**config.mk**
```make
export PLATFORM = sky130hd
export DESIGN_NAME = rcopy_engine
export DESIGN_NICKNAME = d
export VERILOG_FILES = /design/src/rtl/rcopy_pkg.sv /design/src/rtl/rcopy_decode.sv /design/src/rtl/rcopy_linebuf.sv /design/src/rtl/rcopy_seq.sv /design/src/rtl/rcopy_engine.sv
export SDC_FILE = /design/constraint.sdc
export NUM_CORES = 2
export LEC_CHECK = 0
export CAP_MARGIN = 20
export CORE_MARGIN = 3
export CORE_UTILIZATION = 23
export CTS_CLUSTER_DIAMETER = 200
export DETAILED_ROUTE_END_ITERATION = 12
export DONT_BUFFER_PORTS = 1
export GPL_ROUTABILITY_DRIVEN = 0
export SLEW_MARGIN = 20
export SYNTH_ARGS = -nofsm -noshare
export SYNTH_HDL_FRONTEND = slang
export SYNTH_SLANG_ARGS = --single-unit
```
**constraint.sdc**
```tcl
create_clock -name clk -period 10.5 [get_ports clk]
set_input_delay 2.1 -clock clk [delete_from_list [all_inputs] [get_ports clk]]
set_output_delay 2.1 -clock clk [all_outputs]
set_load 0.005 [all_outputs]
```
**src/rtl/rcopy_pkg.sv**
```systemverilog
package rcopy_pkg;
  typedef enum logic [1:0] {
    ST_IDLE,
    ST_READ,
    ST_WRITE,
    ST_FIN
  } rc_state_e;

  localparam int unsigned POS_Y_LSB = 16;
  localparam int unsigned PIX_W     = 16;
endpackage

```
**src/rtl/rcopy_decode.sv**
```systemverilog
module rcopy_decode
  import rcopy_pkg::*;
#(
  parameter int unsigned X_BITS = 10,
  parameter int unsigned Y_BITS = 9,
  localparam int unsigned CW = X_BITS + 1,
  localparam int unsigned RW = Y_BITS + 1
) (
  input  logic [31:0]       src_word,
  input  logic [31:0]       dst_word,
  input  logic [31:0]       size_word,
  output logic [X_BITS-1:0] src_x,
  output logic [Y_BITS-1:0] src_y,
  output logic [X_BITS-1:0] dst_x,
  output logic [Y_BITS-1:0] dst_y,
  output logic [CW-1:0]     width,
  output logic [RW-1:0]     height,
  output logic              same_pos
);
  logic [X_BITS-1:0] w_fld;
  logic [Y_BITS-1:0] h_fld;
  logic              unused_bits;

  assign src_x = src_word[X_BITS-1:0];
  assign dst_x = dst_word[X_BITS-1:0];
  assign src_y = src_word[POS_Y_LSB +: Y_BITS];
  assign dst_y = dst_word[POS_Y_LSB +: Y_BITS];

  assign w_fld = size_word[X_BITS-1:0];
  assign h_fld = size_word[POS_Y_LSB +: Y_BITS];

  // zero field encodes the full extent: top bit set, low bits zero
  assign width  = {(w_fld == '0), w_fld};
  assign height = {(h_fld == '0), h_fld};

  assign same_pos = (src_x == dst_x) && (src_y == dst_y);

  assign unused_bits = ^{src_word, dst_word, size_word};
endmodule

```
**src/rtl/rcopy_linebuf.sv**
```systemverilog
module rcopy_linebuf #(
  parameter int unsigned DEPTH = 128,
  parameter int unsigned WIDTH = 16,
  localparam int unsigned AW = (DEPTH > 1) ? $clog2(DEPTH) : 1
) (
  input  logic             clk,
  input  logic             wr_en,
  input  logic [AW-1:0]    wr_idx,
  input  logic [WIDTH-1:0] wr_data,
  input  logic [AW-1:0]    rd_idx,
  output logic [WIDTH-1:0] rd_data
);
  logic [WIDTH-1:0] cells [DEPTH];

  always_ff @(posedge clk) begin
    if (wr_en) cells[wr_idx] <= wr_data;
  end

  assign rd_data = cells[rd_idx];
endmodule

```
**src/rtl/rcopy_seq.sv**
```systemverilog
module rcopy_seq
  import rcopy_pkg::*;
#(
  parameter int unsigned X_BITS = 10,
  parameter int unsigned Y_BITS = 9,
  parameter int unsigned CHUNK  = 128,
  localparam int unsigned CW  = X_BITS + 1,
  localparam int unsigned RW  = Y_BITS + 1,
  localparam int unsigned NW  = $clog2(CHUNK) + 1,
  localparam int unsigned LBW = (CHUNK > 1) ? $clog2(CHUNK) : 1
) (
  input  logic              clk,
  input  logic              rst_n,
  input  logic              start,
  input  logic              mask_set,
  input  logic [X_BITS-1:0] src_x,
  input  logic [Y_BITS-1:0] src_y,
  input  logic [X_BITS-1:0] dst_x,
  input  logic [Y_BITS-1:0] dst_y,
  input  logic [CW-1:0]     width,
  input  logic [RW-1:0]     height,
  input  logic              same_pos,
  output logic              busy,
  output logic              done,
  output logic              dirty_valid,
  output logic [X_BITS-1:0] dirty_x,
  output logic [Y_BITS-1:0] dirty_y,
  output logic [CW-1:0]     dirty_w,
  output logic [RW-1:0]     dirty_h,
  output logic              req_valid,
  input  logic              req_ready,
  output logic              req_we,
  output logic [X_BITS-1:0] req_col,
  output logic [Y_BITS-1:0] req_row,
  input  logic              rsp_valid,
  output logic              lb_we,
  output logic [LBW-1:0]    lb_widx,
  output logic [LBW-1:0]    lb_ridx,
  output logic              mask_on
);
  rc_state_e         state_q;
  logic [X_BITS-1:0] sx_q, dx_q;
  logic [Y_BITS-1:0] sy_q, dy_q;
  logic [CW-1:0]     w_q;
  logic [RW-1:0]     h_q;
  logic              mask_q, upd_q;
  logic [Y_BITS-1:0] row_q;
  logic [CW-1:0]     col_q;
  logic [NW-1:0]     rd_iss_q, rd_got_q, wr_iss_q;

  logic [CW-1:0]     rem;
  logic [NW-1:0]     n_chunk;
  logic [NW-1:0]     idx;
  logic [X_BITS-1:0] base_x;
  logic [Y_BITS-1:0] base_y;
  logic              in_read, in_write;
  logic              rd_fire, last_rsp, last_wr, row_end, last_row, noop;

  assign in_read  = (state_q == ST_READ);
  assign in_write = (state_q == ST_WRITE);

  // pixels in the current chunk: the rest of the row, capped at CHUNK
  assign rem     = w_q - col_q;
  assign n_chunk = (rem > CW'(CHUNK)) ? NW'(CHUNK) : NW'(rem);

  assign req_valid = (in_read && (rd_iss_q != n_chunk)) || in_write;
  assign req_we    = in_write;
  assign rd_fire   = in_read && (rd_iss_q != n_chunk) && req_ready;

  assign idx     = in_write ? wr_iss_q : rd_iss_q;
  assign base_x  = in_write ? dx_q : sx_q;
  assign base_y  = in_write ? dy_q : sy_q;
  assign req_col = base_x + col_q[X_BITS-1:0] + X_BITS'(idx);
  assign req_row = base_y + row_q;

  assign lb_we   = in_read && rsp_valid;
  assign lb_widx = rd_got_q[LBW-1:0];
  assign lb_ridx = wr_iss_q[LBW-1:0];

  assign last_rsp = lb_we && (rd_got_q == n_chunk - NW'(1));
  assign last_wr  = in_write && req_ready && (wr_iss_q == n_chunk - NW'(1));
  assign row_end  = ((col_q + CW'(n_chunk)) == w_q);
  assign last_row = (row_q == Y_BITS'(h_q - RW'(1)));
  assign noop     = same_pos && !mask_set;

  always_ff @(posedge clk or negedge rst_n) begin
    if (!rst_n) begin
      state_q  <= ST_IDLE;
      sx_q     <= '0;
      sy_q     <= '0;
      dx_q     <= '0;
      dy_q     <= '0;
      w_q      <= '0;
      h_q      <= '0;
      mask_q   <= 1'b0;
      upd_q    <= 1'b0;
      row_q    <= '0;
      col_q    <= '0;
      rd_iss_q <= '0;
      rd_got_q <= '0;
      wr_iss_q <= '0;
    end else begin
      unique case (state_q)
        ST_IDLE: begin
          if (start) begin
            sx_q     <= src_x;
            sy_q     <= src_y;
            dx_q     <= dst_x;
            dy_q     <= dst_y;
            w_q      <= width;
            h_q      <= height;
            mask_q   <= mask_set;
            upd_q    <= !noop;
            row_q    <= '0;
            col_q    <= '0;
            rd_iss_q <= '0;
            rd_got_q <= '0;
            wr_iss_q <= '0;
            state_q  <= noop ? ST_FIN : ST_READ;
          end
        end
        ST_READ: begin
          if (rd_fire) rd_iss_q <= rd_iss_q + NW'(1);
          if (lb_we)   rd_got_q <= rd_got_q + NW'(1);
          if (last_rsp) begin
            wr_iss_q <= '0;
            state_q  <= ST_WRITE;
          end
        end
        ST_WRITE: begin
          if (req_ready) wr_iss_q <= wr_iss_q + NW'(1);
          if (last_wr) begin
            rd_iss_q <= '0;
            rd_got_q <= '0;
            wr_iss_q <= '0;
            if (row_end) begin
              col_q <= '0;
              if (last_row) begin
                state_q <= ST_FIN;
              end else begin
                row_q   <= row_q + Y_BITS'(1);
                state_q <= ST_READ;
              end
            end else begin
              col_q   <= col_q + CW'(n_chunk);
              state_q <= ST_READ;
            end
          end
        end
        ST_FIN: state_q <= ST_IDLE;
        default: state_q <= ST_IDLE;
      endcase
    end
  end

  assign busy        = (state_q != ST_IDLE);
  assign done        = (state_q == ST_FIN);
  assign dirty_valid = done && upd_q;
  assign dirty_x     = dx_q;
  assign dirty_y     = dy_q;
  assign dirty_w     = w_q;
  assign dirty_h     = h_q;
  assign mask_on     = mask_q;
endmodule

```
**src/rtl/rcopy_engine.sv**
```systemverilog
module rcopy_engine
  import rcopy_pkg::*;
#(
  parameter int unsigned X_BITS = 10,
  parameter int unsigned Y_BITS = 9,
  parameter int unsigned CHUNK  = 128,
  localparam int unsigned CW  = X_BITS + 1,
  localparam int unsigned RW  = Y_BITS + 1,
  localparam int unsigned AW  = X_BITS + Y_BITS,
  localparam int unsigned LBW = (CHUNK > 1) ? $clog2(CHUNK) : 1
) (
  input  logic              clk,
  input  logic              rst_n,
  input  logic              start,
  input  logic              mask_set,
  input  logic [31:0]       prm_src,
  input  logic [31:0]       prm_dst,
  input  logic [31:0]       prm_size,
  output logic              busy,
  output logic              done,
  output logic              dirty_valid,
  output logic [X_BITS-1:0] dirty_x,
  output logic [Y_BITS-1:0] dirty_y,
  output logic [CW-1:0]     dirty_w,
  output logic [RW-1:0]     dirty_h,
  output logic              fb_req_valid,
  input  logic              fb_req_ready,
  output logic              fb_req_we,
  output logic [AW-1:0]     fb_req_addr,
  output logic [15:0]       fb_req_wdata,
  input  logic              fb_rsp_valid,
  input  logic [15:0]       fb_rsp_data
);
  logic [X_BITS-1:0] d_sx, d_dx, req_col;
  logic [Y_BITS-1:0] d_sy, d_dy, req_row;
  logic [CW-1:0]     d_w;
  logic [RW-1:0]     d_h;
  logic              d_same;
  logic              lb_we, mask_on;
  logic [LBW-1:0]    lb_widx, lb_ridx;
  logic [PIX_W-1:0]  lb_rdata;

  rcopy_decode #(.X_BITS(X_BITS), .Y_BITS(Y_BITS)) u_decode (
    .src_word (prm_src),
    .dst_word (prm_dst),
    .size_word(prm_size),
    .src_x    (d_sx),
    .src_y    (d_sy),
    .dst_x    (d_dx),
    .dst_y    (d_dy),
    .width    (d_w),
    .height   (d_h),
    .same_pos (d_same)
  );

  rcopy_seq #(.X_BITS(X_BITS), .Y_BITS(Y_BITS), .CHUNK(CHUNK)) u_seq (
    .clk        (clk),
    .rst_n      (rst_n),
    .start      (start),
    .mask_set   (mask_set),
    .src_x      (d_sx),
    .src_y      (d_sy),
    .dst_x      (d_dx),
    .dst_y      (d_dy),
    .width      (d_w),
    .height     (d_h),
    .same_pos   (d_same),
    .busy       (busy),
    .done       (done),
    .dirty_valid(dirty_valid),
    .dirty_x    (dirty_x),
    .dirty_y    (dirty_y),
    .dirty_w    (dirty_w),
    .dirty_h    (dirty_h),
    .req_valid  (fb_req_valid),
    .req_ready  (fb_req_ready),
    .req_we     (fb_req_we),
    .req_col    (req_col),
    .req_row    (req_row),
    .rsp_valid  (fb_rsp_valid),
    .lb_we      (lb_we),
    .lb_widx    (lb_widx),
    .lb_ridx    (lb_ridx),
    .mask_on    (mask_on)
  );

  rcopy_linebuf #(.DEPTH(CHUNK), .WIDTH(PIX_W)) u_linebuf (
    .clk    (clk),
    .wr_en  (lb_we),
    .wr_idx (lb_widx),
    .wr_data(fb_rsp_data),
    .rd_idx (lb_ridx),
    .rd_data(lb_rdata)
  );

  assign fb_req_addr  = {req_row, req_col};
  assign fb_req_wdata = fb_req_we ? (lb_rdata | {mask_on, {(PIX_W-1){1'b0}}}) : '0;
endmodule

```
==> summary.txt <==
Status
  • Status: finished, final reports clean

Clock network
  • Buffers from clock root to sink, at most: 3
  • # H-tree levels: 4
  • CTS resizes: 0
  • Clk pin slew, worst setup/hold paths: 60 ps
  • CTS sink cnt: 2155
  • CTS tree: built
  • Post-CTS Hold Buffers: 0
  • Root buffer cell: clkbuf_16
  • Post-CTS Setup Bufs: 0
  • Num CTS Buffers: 211
  • Clk Latency, worst-skew pair: between 800 and 900 ps

Drt
  • Detailed Routing Iterations Pass 1: 5
  • ANT nets after route: 0
  • Metal3 WL: around 16 mm
  • Vias/cell: 4.458
  • DRC: 0
  • Vias post-DR: 42314
  • Top sig layer: met5
  • WL/cell: between 20 and 25 um
  • DR iter-0 viols: 4709
  • M1 WL: 89.38 mm
  • Met2 wire length: 103.9 mm
  • WL final: 214.8 mm

Power
  • Max VDD drop: about 170 uV
  • Clk network pwr share: 0.311
  • Post-route total power: roughly 24 mW
  • P_sw: 7.144 mW
  • Leak pwr: around 31 nW
  • Logic pwr share: 0.270
  • Int Pwr: 16.48 mW
  • Seq pwr share: 0.419
  • Pwr Density: between 200 and 250 nW/um^2
  • Switching Fraction: 0.3024

Setup path
  • Crit path largest cell delay: 920 ps
  • Slowest cell on crit path: xnor2_1
  • Critical path required time: 8400 ps
  • CP cell instances: inv_1 > ha_1 > inv_1 > fa_1 > xnor2_1 > nand3b_1 > mux2i_1 > a21boi_0 > a2111oi_0 > o221ai_1 > nor4bb_1 > o21ai_0
  • Most frequent CP cell: inv_1
  • CP Launch Type: flip-flop
  • CP Capture Type: primary output
  • Crit path max fanout: 12
  • Type of the worst setup path: reg -> out
  • R2R Setup Slk: 2960 ps
  • Arrival time worst endpoint: 5490 ps

Timing
  • TNS Setup: 0 ps
  • Top achievable clock speed: ~130 MHz
  • Final clock period utilization by the worst path: 0.7231
  • Hold Vio Cnt, Final: 0
  • Relative slew slack: 0.2047
  • Tmin final: 7593 ps
  • Final worst-path setup slack: 2907 ps
  • RSZ-0062 raised after global routing: no
  • Worst-margin pin slew: 1193 ps
  • Setup violators final: 0
  • Max-slew violation count: 0
  • Skew final: 36.23 ps

Floorplanning
  • Core Area: 375800 um^2
  • Die footprint: 385000 um^2
  • Site row count: around 230
  • Num ports: 198
  • Die height: 620.5 um
  • Die width: slightly above 600 um
  • Initial core utilization: 0.2311

Synth
  • Sequential fraction of the synthesis area: 0.7390
  • Post-synthesis cell area: around 87000 um^2
  • Fraction of registers with async set or reset after synthesis: 0.04965
  • Distinct cells, synth: 80
  • Synth Warn #: 0
  • Syn_area_per_cell: 20.87 um^2
  • Synth Flop Type: edfxtp_1
  • Yosys reg bits: 2155
  • Syn Nets: 4333
  • Post-synth EDFFs: 2048
  • Cells after synthesis: 4162

Min path
  • Hold WC Path Type: reg -> reg

Finish
  • Fin nets: around 4500
  • Area growth, synth to finish: 15.60%
  • Leading cell type in the layout, fill and taps excluded: edfxtp_1
  • Fin util: 0.2671
  • Commonest cells after routing, fill and taps aside: edfxtp_1, mux4_2, nand2_1
  • Fill cells: 37142
  • Final instance area: 100400 um^2
  • Share of cells above drive strength 1: 0.2584

Global route
  • GR Overflow Total: 0
  • First-pass GRT wire length: 310.7 mm
  • Antenna violations before repair: 8
  • Largest net degree at the start of global routing: 148
  • Vias in the first global route: 43083
  • GRT Total Usage: 0.1094

Run
  • Total of max-cap violations: 0

Place
  • Placed Area: 93650 um^2
  • Dpl ws: between 3000 and 4000 ps
  • Post-DP HPWL: 123.8 mm
  • PortBufs: 0
==> power by group through the flow <==
stage	clock network, mW	logic [mW]	registers [mW]
detailed placement	0	6.34	10.1
floorplan	0	4.45	9.87
CTS	7.53	6.37	9.89
finish	7.36	6.37	9.89
global route	7.85	6.78	9.92
global placement	0	6.26	10.1
==> worst max-delay path: cells and delay by family, from the launching register on <==
family	cells	cell delay, ps
buffers and inverters	2	200
DFF	1	430
adders and majority gates	2	620
AOI/OAI and AO/OA	4	1400
muxes	1	630
xor gates and xnor gates	1	920
and+or+nand+nor	2	450
==> path summary, 6_finish.rpt <==
path	startpoint	endpoint	depth (start not counted)
setup / recovery	u_seq.dirty_w[0]	fb_req_valid	12
hold / removal	u_seq.sy_q[4]	u_seq.sy_q[4]	2
setup reg to reg	u_seq.dirty_w[0]	u_seq.row_q[0]	24
hold reg to reg	u_seq.sy_q[4]	u_seq.sy_q[4]	2
max in group asynchronous	rst_n	u_seq.wr_iss_q[1]	0
min in group asynchronous	rst_n	u_seq.dirty_h[8]	0
==> routing by layer <==
metal,up-vias,global-route usage
li1,17588,-
met1,22887,0.1464
met2,1571,0.1789
met3,266,0.02225
met4,2,0.03183
met5,-,0
==> metrics by stage <==
stage,hold WS [ps],std cells
3_5_place_dp,465.4,9098
4_1_cts,480.3,9483
3_3_place_gp,460.4,9098
5_1_grt,497.3,9484
6_report,477.9,9491
2_1_floorplan,442.9,4162
==> flip-flops by register name, summed over array words and instances (netlist names), 10 cells and up <==
register and flops:
u_seq.dirty_w 11, u_linebuf.cells 2048, u_seq.col_q 11, u_seq.dirty_h 10, u_seq.sx_q 10, u_seq.dirty_x 10
==> Yosys cell counts, types with 11 or more instances <==
| cell | number | area share |
|---|---|---|
| nand2_1 | 268 | 0.012 |
| clkbuf_1 | 134 | 0.0058 |
| nor3_1 | 18 | 0.0010 |
| nor2_1 | 184 | 0.0080 |
| nand4_1 | 18 | 0.0013 |
| nor2b_1 | 19 | 0.0014 |
| o21ai_0 | 32 | 0.0018 |
| o31ai_1 | 20 | 0.0017 |
| mux4_2 | 672 | 0.17 |
| ha_1 | 41 | 0.0059 |
| xor2_1 | 27 | 0.0027 |
| xnor2_1 | 56 | 0.0056 |
| and3_1 | 13 | 0.00094 |
| a21oi_1 | 49 | 0.0028 |
| buf_1 | 79 | 0.0034 |
| dfrtp_1 | 107 | 0.031 |
| nand3_1 | 51 | 0.0029 |
| edfxtp_1 | 2048 | 0.71 |
| nor4_1 | 16 | 0.0012 |
| or4_1 | 15 | 0.0013 |
| or3_1 | 11 | 0.00079 |
| a21o_1 | 15 | 0.0013 |
| fa_1 | 12 | 0.0028 |
| nand2b_1 | 12 | 0.00086 |
| inv_1 | 59 | 0.0026 |
| mux2i_1 | 43 | 0.0050 |
==> cells by family after synthesis <==
family | after synthesis | synth area share
mux | 719 | 0.1797
xor+xnor | 84 | 0.008558
simple gates | 652 | 0.03374
fa+ha+maj | 53 | 0.008673
flops | 2155 | 0.7390
compound gates | 216 | 0.01787
buf+inv | 283 | 0.01243
==> area by class of cell <==
class                      instances  area [um^2]  area share
inverter                          61        236.5    0.002356
timing repair buffer             165         1371     0.01366
clock inverter                   122         1122     0.01118
tap                             4994         6248     0.06224
clock buffer                     263         5560     0.05539
antenna                            7        17.52   0.0001745
multi-input combinational       1724        21640      0.2156
sequential                      2155        64190      0.6394
No activity file was read; power rests on OpenSTA's default activity.
